`config.mk`:
```
export PLATFORM = sky130hd
export DESIGN_NAME = dual_rate_shaper
export DESIGN_NICKNAME = d
export VERILOG_FILES = /design/src/rtl/shaper_pkg.sv /design/src/rtl/shaper_interval.sv /design/src/rtl/shaper_bucket.sv /design/src/rtl/dual_rate_shaper.sv
export SDC_FILE = /design/constraint.sdc
export NUM_CORES = 1
export LEC_CHECK = 0
export ABC_AREA = 0
export BUFFER_PORTS_ARGS = -buffer_cell sky130_fd_sc_hd__buf_2
export CAP_MARGIN = 25
export CELL_PAD_IN_SITES_DETAIL_PLACEMENT = 0
export CELL_PAD_IN_SITES_GLOBAL_PLACEMENT = 1
export CORE_UTILIZATION = 46
export DETAILED_ROUTE_END_ITERATION = 10
export GPL_ROUTABILITY_DRIVEN = 0
export PLACE_DENSITY_LB_ADDON = 0.1
export SLEW_MARGIN = 20
export SYNTH_ARGS = -nofsm -noshare
export SYNTH_HDL_FRONTEND = slang
export SYNTH_HIERARCHICAL = 1
export SYNTH_SLANG_ARGS = --single-unit
```
`constraint.sdc`:
```
create_clock -name clk -period 10.56 [get_ports clk]
set_input_delay 1.584 -clock clk [delete_from_list [all_inputs] [get_ports clk]]
set_output_delay 1.584 -clock clk [all_outputs]
set_load 0.01 [all_outputs]
```
`src/rtl/shaper_pkg.sv`:
```
package shaper_pkg;

  localparam int NUM_BUCKETS = 2;
  localparam int CIR_IDX     = 0;
  localparam int PIR_IDX     = 1;
  localparam int MAX_DIV     = 12;
  localparam int CODE_W      = 25;

  typedef struct packed {
    logic [7:0] rate_man;
    logic [3:0] rate_exp;
    logic [3:0] div_exp;
    logic [7:0] burst_man;
    logic [3:0] burst_exp;
  } shp_cfg_t;

  // burst cap in 1/256 units: (256+m) << (e+1)
  function automatic logic [CODE_W-1:0] cap_q8(input logic [7:0] m, input logic [3:0] e);
    logic [CODE_W-1:0] base;
    base = {{(CODE_W-9){1'b0}}, 1'b1, m};
    return base << ({1'b0, e} + 5'd1);
  endfunction

  // refill amount in 1/256 units: (256+m) << e
  function automatic logic [CODE_W-1:0] refill_q8(input logic [7:0] m, input logic [3:0] e);
    logic [CODE_W-1:0] base;
    base = {{(CODE_W-9){1'b0}}, 1'b1, m};
    return base << e;
  endfunction

endpackage

```
`src/rtl/shaper_interval.sv`:
```
module shaper_interval #(
  parameter int BASE_TICKS = 240,
  parameter int MAX_DIV    = 12
) (
  input  logic       clk,
  input  logic       rst,
  input  logic       restart,
  input  logic       run,
  input  logic [3:0] div_exp,
  output logic       tick
);
  localparam int CNT_W = $clog2((BASE_TICKS << MAX_DIV) + 1);

  logic [CNT_W-1:0] cnt;
  logic [CNT_W-1:0] last;
  logic [3:0]       eff_div;

  always_comb begin
    eff_div = (div_exp > 4'(MAX_DIV)) ? 4'(MAX_DIV) : div_exp;
    last    = (CNT_W'(BASE_TICKS) << eff_div) - CNT_W'(1);
    tick    = run && (cnt == last);
  end

  always_ff @(posedge clk) begin
    if (rst || restart) begin
      cnt <= '0;
    end else if (run) begin
      if (cnt == last) cnt <= '0;
      else             cnt <= cnt + CNT_W'(1);
    end
  end
endmodule

```
`src/rtl/shaper_bucket.sv`:
```
module shaper_bucket
  import shaper_pkg::*;
#(
  parameter int LVL_W      = 28,
  parameter int LEN_W      = 16,
  parameter int BASE_TICKS = 240
) (
  input  logic                    clk,
  input  logic                    rst,
  input  logic                    run,
  input  logic                    cfg_wr,
  input  shp_cfg_t                cfg_in,
  input  logic                    take,
  input  logic [LEN_W-1:0]        take_len,
  output logic signed [LVL_W-1:0] level
);
  localparam int EXT_W = LVL_W + 2;
  localparam logic signed [EXT_W-1:0] FLOOR = {{3{1'b1}}, {(LVL_W-1){1'b0}}};

  shp_cfg_t                cfg_q;
  logic                    tick;
  logic signed [EXT_W-1:0] cap_s;
  logic signed [EXT_W-1:0] add_s;
  logic signed [EXT_W-1:0] sub_s;
  logic signed [EXT_W-1:0] sum_s;
  logic signed [EXT_W-1:0] nxt_s;

  shaper_interval #(
    .BASE_TICKS(BASE_TICKS),
    .MAX_DIV   (MAX_DIV)
  ) u_interval (
    .clk    (clk),
    .rst    (rst),
    .restart(cfg_wr),
    .run    (run),
    .div_exp(cfg_q.div_exp),
    .tick   (tick)
  );

  always_comb begin
    cap_s = $signed({{(EXT_W-CODE_W){1'b0}}, cap_q8(cfg_q.burst_man, cfg_q.burst_exp)});
    add_s = tick ? $signed({{(EXT_W-CODE_W){1'b0}}, refill_q8(cfg_q.rate_man, cfg_q.rate_exp)})
                 : '0;
    sub_s = take ? $signed({{(EXT_W-LEN_W-8){1'b0}}, take_len, 8'd0}) : '0;
    sum_s = $signed({{2{level[LVL_W-1]}}, level}) + add_s - sub_s;
    if (sum_s > cap_s)      nxt_s = cap_s;
    else if (sum_s < FLOOR) nxt_s = FLOOR;
    else                    nxt_s = sum_s;
  end

  always_ff @(posedge clk) begin
    if (rst) begin
      cfg_q <= '0;
      level <= LVL_W'(cap_q8(8'd0, 4'd0));
    end else if (cfg_wr) begin
      cfg_q <= cfg_in;
      level <= LVL_W'(cap_q8(cfg_in.burst_man, cfg_in.burst_exp));
    end else if (run) begin
      level <= nxt_s[LVL_W-1:0];
    end
  end
endmodule

```
`src/rtl/dual_rate_shaper.sv`:
```
module dual_rate_shaper
  import shaper_pkg::*;
#(
  parameter bit TOP_LEVEL      = 1'b1,
  parameter int TOP_BASE_TICKS = 240,
  parameter int LOW_BASE_TICKS = 860,
  parameter int LEN_W          = 16,
  parameter int LVL_W          = 28
) (
  input  logic                    clk,
  input  logic                    rst,
  input  logic                    enable,
  input  logic                    cfg_wr_cir,
  input  logic                    cfg_wr_pir,
  input  logic [7:0]              cfg_rate_man,
  input  logic [3:0]              cfg_rate_exp,
  input  logic [3:0]              cfg_div_exp,
  input  logic [7:0]              cfg_burst_man,
  input  logic [3:0]              cfg_burst_exp,
  input  logic                    req_valid,
  input  logic [LEN_W-1:0]        req_len,
  output logic                    req_ready,
  output logic                    grant,
  output logic                    grant_committed,
  output logic signed [LVL_W-1:0] cir_level,
  output logic signed [LVL_W-1:0] pir_level
);
  localparam int BASE_TICKS = TOP_LEVEL ? TOP_BASE_TICKS : LOW_BASE_TICKS;

  shp_cfg_t                cfg_word;
  logic [NUM_BUCKETS-1:0]  wr_vec;
  logic signed [LVL_W-1:0] lvl [NUM_BUCKETS];
  logic                    fire;
  logic                    take;

  assign cfg_word = '{rate_man:  cfg_rate_man,  rate_exp:  cfg_rate_exp,
                      div_exp:   cfg_div_exp,
                      burst_man: cfg_burst_man, burst_exp: cfg_burst_exp};
  assign wr_vec[CIR_IDX] = cfg_wr_cir;
  assign wr_vec[PIR_IDX] = cfg_wr_pir;

  assign req_ready = !enable || (lvl[PIR_IDX] >= 0);
  assign fire      = req_valid && req_ready;
  assign take      = fire && enable;

  for (genvar gi = 0; gi < NUM_BUCKETS; gi++) begin : g_bucket
    shaper_bucket #(
      .LVL_W     (LVL_W),
      .LEN_W     (LEN_W),
      .BASE_TICKS(BASE_TICKS)
    ) u_bucket (
      .clk     (clk),
      .rst     (rst),
      .run     (enable),
      .cfg_wr  (wr_vec[gi]),
      .cfg_in  (cfg_word),
      .take    (take),
      .take_len(req_len),
      .level   (lvl[gi])
    );
  end

  assign cir_level = lvl[CIR_IDX];
  assign pir_level = lvl[PIR_IDX];

  always_ff @(posedge clk) begin
    if (rst) begin
      grant           <= 1'b0;
      grant_committed <= 1'b0;
    end else begin
      grant           <= fire;
      grant_committed <= fire && (lvl[CIR_IDX] >= 0);
    end
  end
endmodule

```
==> impl.org <==
** CTS
- Clock Sink Count :: roughly 150
- Buffers added to address setup during post-CTS repair amount to 0.
- TritonCTS built the clock tree.
- Post-CTS Hold Buffers :: 0
- Root Buffer Master :: clkbuf_16
- CTS clk-pin slew, worst paths :: around 0.080 ns
- The clock reaches the later pin of the worst-skew pair after between 0.4 and 0.5 ns.
- The H-tree was split into 4 levels.
- After clock tree synthesis, the repair step resized 0 gates.
- Buffers inserted during clock tree synthesis total 17.
- Counting along the longest clock path gives a buffer depth of 2.

** Pwr
- Power per standard cell area :: around 290 nW/um2
- After layout, the design draws a total of roughly 5.5 mW.
- Int Pwr :: ~2.5 mW
- Of the total power, combinational logic draws between 70% and 80%.
- Sequential Power Share :: about 14%
- Static power due to leakage :: between 8 and 9 nW
- Peak VDD IR :: around 0.26 mV
- Sw Pwr :: around 3 mW
- Switching part of the total :: roughly 54%
- The clock network is responsible for 12.7% of the overall power.

** Placed design
- Number of I/O port buffers :: roughly 110
- Placed wire-length estimate after detailed placement :: roughly 48 mm

** Worst setup path
- Type of the worst setup path :: register to register
- The worst setup path is launched from a register.
- CP arrival :: 9.23 ns
- Critical Path RT :: 10.95 ns
- Slowest cell delay on critical path :: 0.76 ns
- Counting stages on the worst path, the most repeated cell is o21ai_0.
- Among all stages on the critical path, the largest delay is contributed by dfxtp_1.
- In this run the worst path has a maximum fanout of 22.
- CP endpoint kind :: register

** GRT
- The initial antenna violation count was 0.
- Number of global-route vias before repair :: 15800
- Remaining Overflow, GRT :: 0
- Total global routing track utilization :: a little under a third
- The first global-routing pass estimated roughly 92 mm of wire.
- Maximum number of pins on one net before global-route repair :: 66

** STA
- For the pin with the worst max-slew slack, the measured transition is around 0.97 ns.
- For the final database, setup skew stands at around 0.013 ns.
- Clock period minus final worst setup slack :: around 9 ns
- The number of max-slew violations in the final report came to 0.
- Headroom to the max-slew limit came out at between 30% and 40%.
- Post-route fraction of the period consumed by the critical path :: approximately 84%
- Static timing analysis puts the maximum clock frequency at approximately 0.11 GHz.
- Setup violations remaining at the end of the flow were counted as 0.
- Final hold violations :: 0
- Fin Setup TNS :: 0 ns
- Setup repair after global routing left no endpoint under its margin.

** Drt
- Detailed routing inserted a total of ~17000 vias.
- # DRC :: 0
- Once detail routing completed, the nets flagged for antenna violations numbered 0.
- Number of iterations in the first detailed-routing pass :: 6
- Number of vias per cell after detailed routing :: 5.96
- Detailed Route WL :: slightly above 60 mm
- DRC violation total after the first TritonRoute iteration :: around 1500
- Post-detailed-route wirelength per cell :: 20.8 um

** Finish
- The post-route netlist has 12.0% of its cells at a drive strength greater than 1.
- The layout has ~3900 filler cells.
- Area occupied by registers :: roughly 3100 um2
- For this run, the post-layout net count is between 2000 and 3000.
- Area overhead of the layout relative to synthesis :: 7.01%
- Multi-input combinational cell area :: approximately 13000 um2

** Die
- In this run the horizontal extent of the chip is approximately 200 um.
- In this run the core area contains 71 standard-cell rows.
- Core region area :: approximately 38000 um2
- The floorplan step set the die height to between 150 and 200 um.
- The initial utilization of the core area, before any placement, comes to between 40 and 50%.
- I/O Pins :: roughly 110
- Area enclosed by the die boundary :: ~40000 um2

** Outcome
- The run finished with clean final reports.

** Yosys
- Total number of yosys warnings :: 6
- Syn_area_per_cell :: ~7.5 um2
- Most used flip-flop cell after synthesis :: dfxtp_1
- Count of cell types in the netlist :: around 120
- Synthesis handed over a netlist of 2389 instances.
- Share of flip-flops with an asynchronous set or reset :: 0%
- Number of nets produced by synthesis :: ~2600
- After synthesis, flip-flops and latches occupy 17.3% of the total area.
- Counting flops and latches in the post-synthesis netlist gives roughly 150.
- Post-synthesis instance area :: 17900 um2
- Post-synth EDFFs :: 0

** Worst hold path
- In this run the worst hold path is classified as register to register.

** Job
- Total of max-cap violations :: 0
## path summary, 6_finish.rpt
| kind | to | depth (start not counted) | from | slack (ns) |
|---|---|---|---|---|
| worst max-delay path | g_bucket[0].u_bucket/level[1]$_SDFFE_PP0P_ | 32 | g_bucket[0].u_bucket/cfg_q[14]$_SDFFE_PP0P_ | 1.71 |
| worst min-delay path | g_bucket[1].u_bucket/u_interval/cnt[1]$_SDFFE_PP0P_ | 2 | g_bucket[1].u_bucket/u_interval/cnt[1]$_SDFFE_PP0P_ | 0.53 |
| worst max register to register | g_bucket[0].u_bucket/level[1]$_SDFFE_PP0P_ | 32 | g_bucket[0].u_bucket/cfg_q[14]$_SDFFE_PP0P_ | 1.71 |
| worst min register to register | g_bucket[1].u_bucket/u_interval/cnt[1]$_SDFFE_PP0P_ | 2 | g_bucket[1].u_bucket/u_interval/cnt[1]$_SDFFE_PP0P_ | 0.53 |
## worst max-delay path, delay by kind of cell (launching register included)
family          cells  cell delay [ns]
flops               1             0.76
mux                 2             0.56
buf+inv             2             0.25
xor+xnor            1             0.15
compound gates     13             3.32
fa+ha+maj           4             1.29
simple gates       10             2.41
## stage by stage
stage          instances  utilization (%)  instance area [um2]  hold slack, ns  setup WS [ns]
6_report            2930             50.4                19100           0.528           1.71
5_1_grt             2929             50.4                19100           0.562          0.924
4_1_cts             2929             50.4                19100           0.523           1.84
3_5_place_dp        2897             48.7                18500           0.513           1.83
3_3_place_gp        2896             48.7                18500           0.504           2.00
2_1_floorplan       2389                -                17900           0.470           3.18
## metal layers
metal  global-route usage [%]  part of all wire [%]
met2                     48.8                    45
met1                     40.7                    44
met3                     4.00                   6.1
met5                        0                     0
met4                     14.4                   4.4
## cells by family (layout without fill, tap and decap cells)
kind of cell / count (synthesis) / count (layout) / share of synthesized area [%]
and+or+nand+nor: 906 / 906 / 25.1
adders and majority gates: 166 / 166 / 13.0
buffers and inverters: 327 / 356 / 8.07
muxes: 132 / 132 / 8.43
AOI/OAI and AO/OA: 592 / 592 / 22.6
other: 0 / 1 / 0
DFF: 154 / 154 / 17.3
xor gates and xnor gates: 112 / 112 / 5.58
## sequential cells by signal (all words and copies together) (netlist names)
| register | cells |
|---|---|
| grant | 1 |
| grant_committed | 1 |
| g_bucket.u_bucket/level | 56 |
| g_bucket.u_bucket/cfg_q | 56 |
| g_bucket.u_bucket/u_interval/cnt | 40 |
## final cells by class
| type | count | share of cell area [%] |
|---|---|---|
| diodes | 1 | 0.0131 |
| clock buffers | 18 | 2.30 |
| clock inverters | 14 | 1.03 |
| inverters | 201 | 3.95 |
| multi-input cells | 1908 | 69.8 |
| flip-flops and latches | 154 | 16.1 |
| well taps | 511 | 3.35 |
| repair buffers | 123 | 3.43 |
## cells in the mapped netlist (49+ instances only)
cell type / n / share of area (%)
xnor2_1: 53 / 2.6
and2_1: 49 / 1.7
nor2_1: 249 / 5.2
xor2_1: 57 / 2.8
nor3_1: 55 / 1.5
inv_1: 197 / 4.1
ha_1: 134 / 9.4
nand2_1: 239 / 5.0
mux2i_1: 97 / 5.4
o21ai_0: 108 / 3.0
clkbuf_1: 76 / 1.6
a21oi_1: 164 / 4.6
nand3_1: 68 / 1.9
dfxtp_1: 154 / 17
## cell usage in the layout (no fill, tap or decap), types with 37 or more instances in the layout
master    synthesis  layout
nand2b_1         37      37
buf_2             7     107
o21ai_0         108     108
dfxtp_1         154     154
nor2_1          249     249
nand3_1          68      68
nor3_1           55      55
nand2_1         239     239
ha_1            134     134
a21oi_1         164     164
nand4_1          39      39
a31oi_1          38      38
inv_1           197     197
and2_1           49      49
mux2i_1          97      97
xor2_1           57      57
a211oi_1         37      37
xnor2_1          53      53
## power by group through the flow
stage	clock [mW]	sequential, mW	combinational (mW)
after detailed placement	0	0.780	3.90
final	0.694	0.769	4.01
after global routing	0.733	0.774	4.37
after global placement	0	0.780	3.87
after CTS	0.707	0.767	3.93
after floorplan	0	0.740	2.91
Note: power is estimated with default switching activity, not from simulation.
